## src/rtl/selftest_pkg.sv

```systemverilog
package selftest_pkg;
  // Strobes from the control decode to the datapath registers.
  typedef struct packed {
    logic lfsrLoad;
    logic lfsrStep;
    logic sigClr;
    logic sigStep;
    logic sigShift;
  } strobe_t;
endpackage

```

## src/rtl/selftest_ctrl.sv

```systemverilog
module selftest_ctrl
  import selftest_pkg::*;
(
  input  logic    clk,
  input  logic    rstN,
  input  logic    seedLoad,
  input  logic    shiftEn,
  input  logic    sigClear,
  input  logic    sigUnload,
  output strobe_t strb
);
  always_comb begin
    strb          = '0;
    strb.lfsrLoad = seedLoad;
    strb.lfsrStep = shiftEn && !seedLoad;
    strb.sigClr   = sigClear;
    strb.sigStep  = shiftEn && !sigClear;
    strb.sigShift = sigUnload && !shiftEn && !sigClear;
  end

  // the pattern register is never loaded and stepped in one cycle
  p_lfsr_excl_r2: assert property (@(posedge clk) disable iff (!rstN)
    $onehot0({strb.lfsrLoad, strb.lfsrStep}));
  // at most one signature operation per cycle
  p_sig_excl_r8: assert property (@(posedge clk) disable iff (!rstN)
    $onehot0({strb.sigClr, strb.sigStep, strb.sigShift}));
endmodule

```

## src/rtl/selftest_dp.sv

```systemverilog
module selftest_dp
  import selftest_pkg::*;
#(
  parameter int WIDTH   = 16,
  parameter int NCHAINS = 8,
  parameter int NCOMP   = 4,
  parameter logic [WIDTH-1:0] POLY = 16'hA011,
  parameter logic [NCHAINS-1:0][WIDTH-1:0] PS_MASKS =
    {16'h1084, 16'h0842, 16'h0421, 16'h8210,
     16'h4108, 16'h2084, 16'h1042, 16'h0821}
) (
  input  logic               clk,
  input  logic               rstN,
  input  strobe_t            strb,
  input  logic [WIDTH-1:0]   seedVal,
  input  logic [NCHAINS-1:0] extSel,
  input  logic [NCHAINS-1:0] extScanIn,
  input  logic [NCHAINS-1:0] chainOut,
  input  logic [WIDTH-1:0]   refSig,
  output logic [NCHAINS-1:0] chainIn,
  output logic [WIDTH-1:0]   patState,
  output logic [WIDTH-1:0]   sigOut,
  output logic               sigSerial,
  output logic               sigMatch
);
  localparam logic [WIDTH-1:0] ONE = WIDTH'(1);

  logic [WIDTH-1:0]   lfsr, misr;
  logic [NCHAINS-1:0] phaseBits;
  logic [NCOMP-1:0]   compBits;

  function automatic logic [WIDTH-1:0] galoisStep(input logic [WIDTH-1:0] s);
    return {s[WIDTH-2:0], 1'b0} ^ (s[WIDTH-1] ? POLY : '0);
  endfunction

  // Pattern generator
  always_ff @(posedge clk or negedge rstN) begin
    if (!rstN)              lfsr <= ONE;
    else if (strb.lfsrLoad) lfsr <= (seedVal == '0) ? ONE : seedVal;
    else if (strb.lfsrStep) lfsr <= galoisStep(lfsr);
  end

  // Phase shifter and per-chain source select
  for (genvar i = 0; i < NCHAINS; i++) begin : g_chain
    assign phaseBits[i] = ^(lfsr & PS_MASKS[i]);
    assign chainIn[i]   = extSel[i] ? extScanIn[i] : phaseBits[i];
  end

  // Space compactor: output j folds every chain k with k mod NCOMP == j
  for (genvar j = 0; j < NCOMP; j++) begin : g_comp
    always_comb begin
      compBits[j] = 1'b0;
      for (int k = j; k < NCHAINS; k += NCOMP) compBits[j] ^= chainOut[k];
    end
  end

  // Signature register
  always_ff @(posedge clk or negedge rstN) begin
    if (!rstN)              misr <= '0;
    else if (strb.sigClr)   misr <= '0;
    else if (strb.sigStep)  misr <= galoisStep(misr) ^ {{(WIDTH-NCOMP){1'b0}}, compBits};
    else if (strb.sigShift) misr <= {misr[WIDTH-2:0], 1'b0};
  end

  assign patState  = lfsr;
  assign sigOut    = misr;
  assign sigSerial = misr[WIDTH-1];
  assign sigMatch  = (misr == refSig);

  // a maximal-length generator never reaches the all-zero state
  p_never_zero_r11: assert property (@(posedge clk) disable iff (!rstN)
    lfsr != '0);
  // a seed load leaves a non-zero state
  p_seed_nonzero_r2: assert property (@(posedge clk) disable iff (!rstN)
    strb.lfsrLoad |=> lfsr != '0);
  // without load or step the pattern holds
  p_lfsr_hold_r3: assert property (@(posedge clk) disable iff (!rstN)
    (!strb.lfsrLoad && !strb.lfsrStep) |=> $stable(lfsr));
  // clear gives an all-zero signature
  p_clear_r8: assert property (@(posedge clk) disable iff (!rstN)
    strb.sigClr |=> misr == '0);
  // idle signature holds
  p_misr_hold_r7: assert property (@(posedge clk) disable iff (!rstN)
    (!strb.sigClr && !strb.sigStep && !strb.sigShift) |=> $stable(misr));
  // unload fills with zero and moves bit 14 into the serial position
  p_unload_r9: assert property (@(posedge clk) disable iff (!rstN)
    strb.sigShift |=> (misr[0] == 1'b0) && (sigSerial == $past(misr[WIDTH-2])));
endmodule

```

## src/rtl/selftest_datapath.sv

```systemverilog
module selftest_datapath
  import selftest_pkg::*;
#(
  parameter int WIDTH   = 16,
  parameter int NCHAINS = 8,
  parameter int NCOMP   = 4
) (
  input  logic               clk,
  input  logic               rstN,
  input  logic               seedLoad,
  input  logic [WIDTH-1:0]   seedVal,
  input  logic               shiftEn,
  input  logic               sigClear,
  input  logic               sigUnload,
  input  logic [NCHAINS-1:0] extSel,
  input  logic [NCHAINS-1:0] extScanIn,
  input  logic [NCHAINS-1:0] chainOut,
  input  logic [WIDTH-1:0]   refSig,
  output logic [NCHAINS-1:0] chainIn,
  output logic [WIDTH-1:0]   patState,
  output logic [WIDTH-1:0]   sigOut,
  output logic               sigSerial,
  output logic               sigMatch
);
  strobe_t strb;

  selftest_ctrl u_ctrl (
    .clk(clk), .rstN(rstN), .seedLoad(seedLoad), .shiftEn(shiftEn),
    .sigClear(sigClear), .sigUnload(sigUnload), .strb(strb)
  );

  selftest_dp #(.WIDTH(WIDTH), .NCHAINS(NCHAINS), .NCOMP(NCOMP)) u_dp (
    .clk(clk), .rstN(rstN), .strb(strb), .seedVal(seedVal),
    .extSel(extSel), .extScanIn(extScanIn), .chainOut(chainOut),
    .refSig(refSig), .chainIn(chainIn), .patState(patState),
    .sigOut(sigOut), .sigSerial(sigSerial), .sigMatch(sigMatch)
  );
endmodule

```

## config.mk

```make
export PLATFORM = sky130hd
export DESIGN_NAME = selftest_datapath
export DESIGN_NICKNAME = d
export VERILOG_FILES = /design/src/rtl/selftest_pkg.sv /design/src/rtl/selftest_ctrl.sv /design/src/rtl/selftest_dp.sv /design/src/rtl/selftest_datapath.sv
export SDC_FILE = /design/constraint.sdc
export NUM_CORES = 1
export LEC_CHECK = 0
export BUFFER_PORTS_ARGS = -buffer_cell sky130_fd_sc_hd__buf_4
export CAP_MARGIN = 30
export CORE_UTILIZATION = 35
export DETAILED_ROUTE_END_ITERATION = 10
export GPL_ROUTABILITY_DRIVEN = 0
export GPL_TIMING_DRIVEN = 0
export SYNTH_ARGS = -nofsm -noshare
export SYNTH_HDL_FRONTEND = slang
export SYNTH_HIERARCHICAL = 1
export SYNTH_SLANG_ARGS = --single-unit
```

## constraint.sdc

```tcl
create_clock -name clk -period 1.3 [get_ports clk]
set_input_delay 0.195 -clock clk [delete_from_list [all_inputs] [get_ports clk]]
set_output_delay 0.195 -clock clk [all_outputs]
set_load 0.005 [all_outputs]
```

### Word level (Yosys, flattened, before mapping)

Index checks and enable logic that the tools add are counted.

* bits in registers: 32
* bits in latches: 0
* bits in writable memories: 0
* ROM bits: 0
* input port bits: 62
* output and inout bits: 42
* word-level logic and storage cells: 44
* memories kept: 0

* add/subtract/negate cells: 0
* $mul: 0
* div/mod/pow operators: 0
* $lt $le $gt $ge: 0
* equality and inequality tests: 1
* shift operators: 0
* multiplexer cells: 16
* bitwise logic cells: 7
* reductions and logical operators: 18

Operators by type and width (count)
* $mux 16: 8
* $reduce_xor 16->1: 8
* $xor 16x16->16: 2
* $eq 16x16->1: 1
* $logic_not 16->1: 1
* $xor 16x4->16: 1
* $mux 1: 8
* $logic_and 1x1->1: 4
* $xor 1x1->1: 4
* $logic_not 1->1: 3
* $reduce_bool 3->1: 1
* $reduce_bool 2->1: 1

### Longest topological paths before layout

* depth in word-level cells: 6
* depth in mapped cells: 5
* mapped depth without buffers: 4

### Modules after synthesis

Netlist, hierarchy kept.

Modules (own cells, without submodules)
* selftest_dp: instances 1, cells each 212, area an instance 1985.7 µm², sequential area each 802.0 µm²
* selftest_ctrl: instances 1, cells each 5, area an instance 43.8 µm², sequential area each 0.0 µm²

### Worst setup path after synthesis

No wires, ideal clock.

* path kind: register -> output
* from: register u_dp.misr[15] (netlist: u_dp/sigOut[15])
* to: output port sigMatch
* arrival: 1.051 ns
* required time: 1.105 ns
* setup slack: 0.054 ns
* stages on the path, launching flop included: 5
* buffers on the path: 1
* cells stage by stage: dfrtp_1 buf_6 xnor2_2 nand4_1 nor4_2

* cells in the longest elaborated chain, start to end: 1

RTL lines
* start: declaration: line selftest_dp.sv:28 `logic [WIDTH-1:0] lfsr, misr;`
* start signal: assignment: line selftest_dp.sv:61 `else if (strb.sigStep) misr <= galoisStep(misr) ^ {{(WIDTH-NCOMP){1'b0}}, compBits};`
* start signal: assignment: line selftest_dp.sv:62 `else if (strb.sigShift) misr <= {misr[WIDTH-2:0], 1'b0};`
* $eq 16x16->1: line selftest_dp.sv:68 `assign sigMatch = (misr == refSig);`
* end: declaration: line selftest_datapath.sv:23 `output logic sigMatch`

Every way passes these cells.

### Final worst setup path

* from: register u_dp.misr[1] (netlist: u_dp/sigOut[1])
* to: output port sigMatch

The elaborated chain is that of the path after synthesis.

==> summary.md <==
| Metric | Value |
|---|---|
| Period utilization | 127% |
| Synthesized area | 0.00203 mm2 |
| Layout cells sized above 1 | a little under half |
| Die Wd | 78.1 um |
| Routed WL | a little under 6000 um |
| Number of flops mapped to enable cells by yosys | 0 |
| CTS tree | done |
| # fillers | 506 |
| Outcome | complete, but fails checks |
| Sequential area share after synthesis | around two fifths |
| Initial antenna violation count | 0 |
| Number of buffers created by CTS | 5 |
| I/O Buffers | 103 |
| TritonCTS Sinks | 32 |
| Clock-pin slew on the worst setup and hold paths | 0.06 ns |
| Max FO, Critical Path | 5 |
| Core Util, Final | 57.5% |
| Final worst path period need | ~1.6 ns |
| Fin. max-slew vios | 0 |
| Area fraction in and, or, nand and nor cells after synthesis | between 10% and 20% |
| Crit path launch type | flop |
| CP arrival | 1.45 ns |
| Largest family of logic cells by synthesized area | XOR/XNOR gates |
| Pin count of the biggest net entering global routing | 33 |
| HP Start | seedVal[15] |
| Synth Area in Adders | 0% |
| Routed WL per cell | 14.0 um |
| Hold Path Class | primary input to flop |
| Power density cells | 872 mW/mm2 |
| Synth unique cells | 33 |
| Full die area | slightly above 0.006 mm2 |
| Cell Rows | 27 |
| FFs w/ async S/R, synth | 100% |
| Compound-Gate Fraction of Synth Area | roughly 15% |
| Vias | around 2000 |
| First-pass GRT wire length | 9180 um |
| Worst setup path start | u_dp/sigOut[1] |
| FF+latch count, synth | 32 |
| Clock buffer depth | 2 |
| FF-to-FF Start | u_dp/sigOut[15] |
| Setup Viol. Count Final | 9 |
| GRT Resource Usage Total | 19.2% |
| RSZ-0062 raised after global routing | yes |
| I/O pins | 104 |
| Dpl ws | -0.118 ns |
| Starting density of the core | 36.6% |
| Max Freq | roughly 610 MHz |
| Yosys Warn Count | 6 |
| Final hold violations | 0 |
| Failing checks | setup timing |
| Crit path capture type | output port |
| Mean post-synth cell area | just over 9 um2 |
| Leak | 1.45 nW |
| Final ANT Viol Nets | 0 |
| Number of global-route vias before repair | approximately 1900 |
| Layout area overhead | 56.8% |
| Skew final | 0.00875 ns |
| ANT cells | 0 |
| Leading area contributor after synthesis | dfrtp_1 |
| Worst Slack Setup Final | -0.348 ns |
| Drt pass-1 iters | 4 |
| GR Overflow Total | 0 |
| Worst rel slew slack | 68.1% |
| Synth area leaders | dfrtp_1 38%, xnor2_1 13%, o21ai_0 7.2% |
| Clock root buffer | clkbuf_8 |
| Mux share of post-synthesis cell area | 8.75% |
| Yosys top cell area share | 38.2% |
| Final net count | roughly 410 |
| Synth Instances | roughly 220 |
| Worst-margin pin slew | 0.478 ns |
| Iter 0 DRT Violations | just under 100 |
| Clock latency on the worst-skew pair | 0.28 ns |
| XOR/XNOR Fraction of Synth Area | 18.5% |
| Peak VDD IR | 0.000373 V |
| Net Count, Synth | 279 |
| Commonest register cell after synthesis | dfrtp_1 |
| CTS H-tree depth | 2 |
| Max Cap Violations | 0 |
| Core Area | 0.00554 mm2 |
| Drt drc | 0 |
| CP required | 1.11 ns |
| CP Class | flop to output port |
| Commonest non-fill, non-tap cell in the layout | buf_4 |
| Post-DP HPWL | 4300 um |
| Vias/cell | 4.88 |
| Most frequent cells in the layout | 122 x buf_4, 33 x nand2_1, 27 x xnor2_1, 27 x o21ai_0, 21 x dfrtp_1 |
| Die Y | 78.1 um |
worst paths after layout:
check / endpoint / slack, ns / cells past startpoint
hold reg to reg: u_dp/sigOut[10] / 0.58 / 2
setup / recovery: sigMatch / -0.35 / 4
hold / removal: u_dp/patState[15] / 0.13 / 3
setup reg to reg: u_dp/sigOut[13] / 0.09 / 5
max in group asynchronous: u_dp/patState[0] / 0.57 / 2
min in group asynchronous: u_dp/sigOut[1] / 0.40 / 2
worst max-delay path, stage by stage (launching register included):
cell     delay, ns
dfrtp_2       0.45
xnor2_2       0.19
nand4_1       0.12
nor4_2        0.27
buf_4         0.15
registers in the layout, indices dropped and copies added, names as in the netlist:
signal and cells:
u_dp/patState 16, u_dp/sigOut 16
area by class of cell:
cell class	count	area, um2	share of cell area [%]
inverter	1	3.75	0.118
clock buffer	7	76.3	2.40
timing repair buffer	121	922	29.0
tap	72	90.1	2.83
clock inverter	1	5.00	0.157
multi-input combinational	169	1170	36.8
sequential	32	815	25.6
buffer	15	100	3.14
where the power goes:
| group | total, mW | internal [mW] | switching [mW] |
|---|---|---|---|
| sequential | 1.16 | 1.07 | 0.0858 |
| clock | 0.737 | 0.375 | 0.361 |
| combinational | 0.884 | 0.524 | 0.360 |
| total | 2.78 | 1.97 | 0.807 |
per-layer routing:
metal / track usage (%) / vias to the layer above / wire (um)
met5: 0 / - / 0
met4: 4.81 / 0 / 42
met3: 4.77 / 5 / 570
met2: 33.6 / 108 / 2730
met1: 23.6 / 925 / 2490
li1: - / 1001 / -
per-stage QoR:
step	instances	total power, mW	TNS [ns]	hold WS [ns]	instance area [um2]
2_1_floorplan	217	1.54	0	-0.101	2030
3_3_place_gp	392	1.97	-0.376	0.169	2890
3_5_place_dp	392	1.98	-0.421	0.165	2890
4_1_cts	414	2.81	-1.98	0.122	3130
5_1_grt	418	2.95	-2.49	0.120	3180
6_report	418	2.78	-1.79	0.133	3180
logic make-up after synthesis:
family          count (synthesis)
compound gates                 57
simple gates                   53
xor+xnor                       42
flops                          32
mux                            17
buf+inv                        16
cell usage after synthesis (2+ instances only):
cell      number
a211oi_1       6
a21oi_1       13
buf_2          2
buf_4          4
buf_6          3
clkbuf_1       5
dfrtp_1       31
mux2i_1       14
nand2_1       33
nand4_1        4
nor2b_1        4
nor4_1         4
o21ai_0       29
o21ai_1        7
xnor2_1       30
xor2_1        11
repair_timing:
action | in CTS | in global routing
hold buffers | 1 | 0
setup endpoints to repair | 9 | 9
gates resized for setup | 15 | 8
setup buffers | 13 | 4
cloned | 0 | 0
pin swaps | 6 | 4
hold endpoints to repair | 31 | 0
Power figures use the tool's default switching activity.
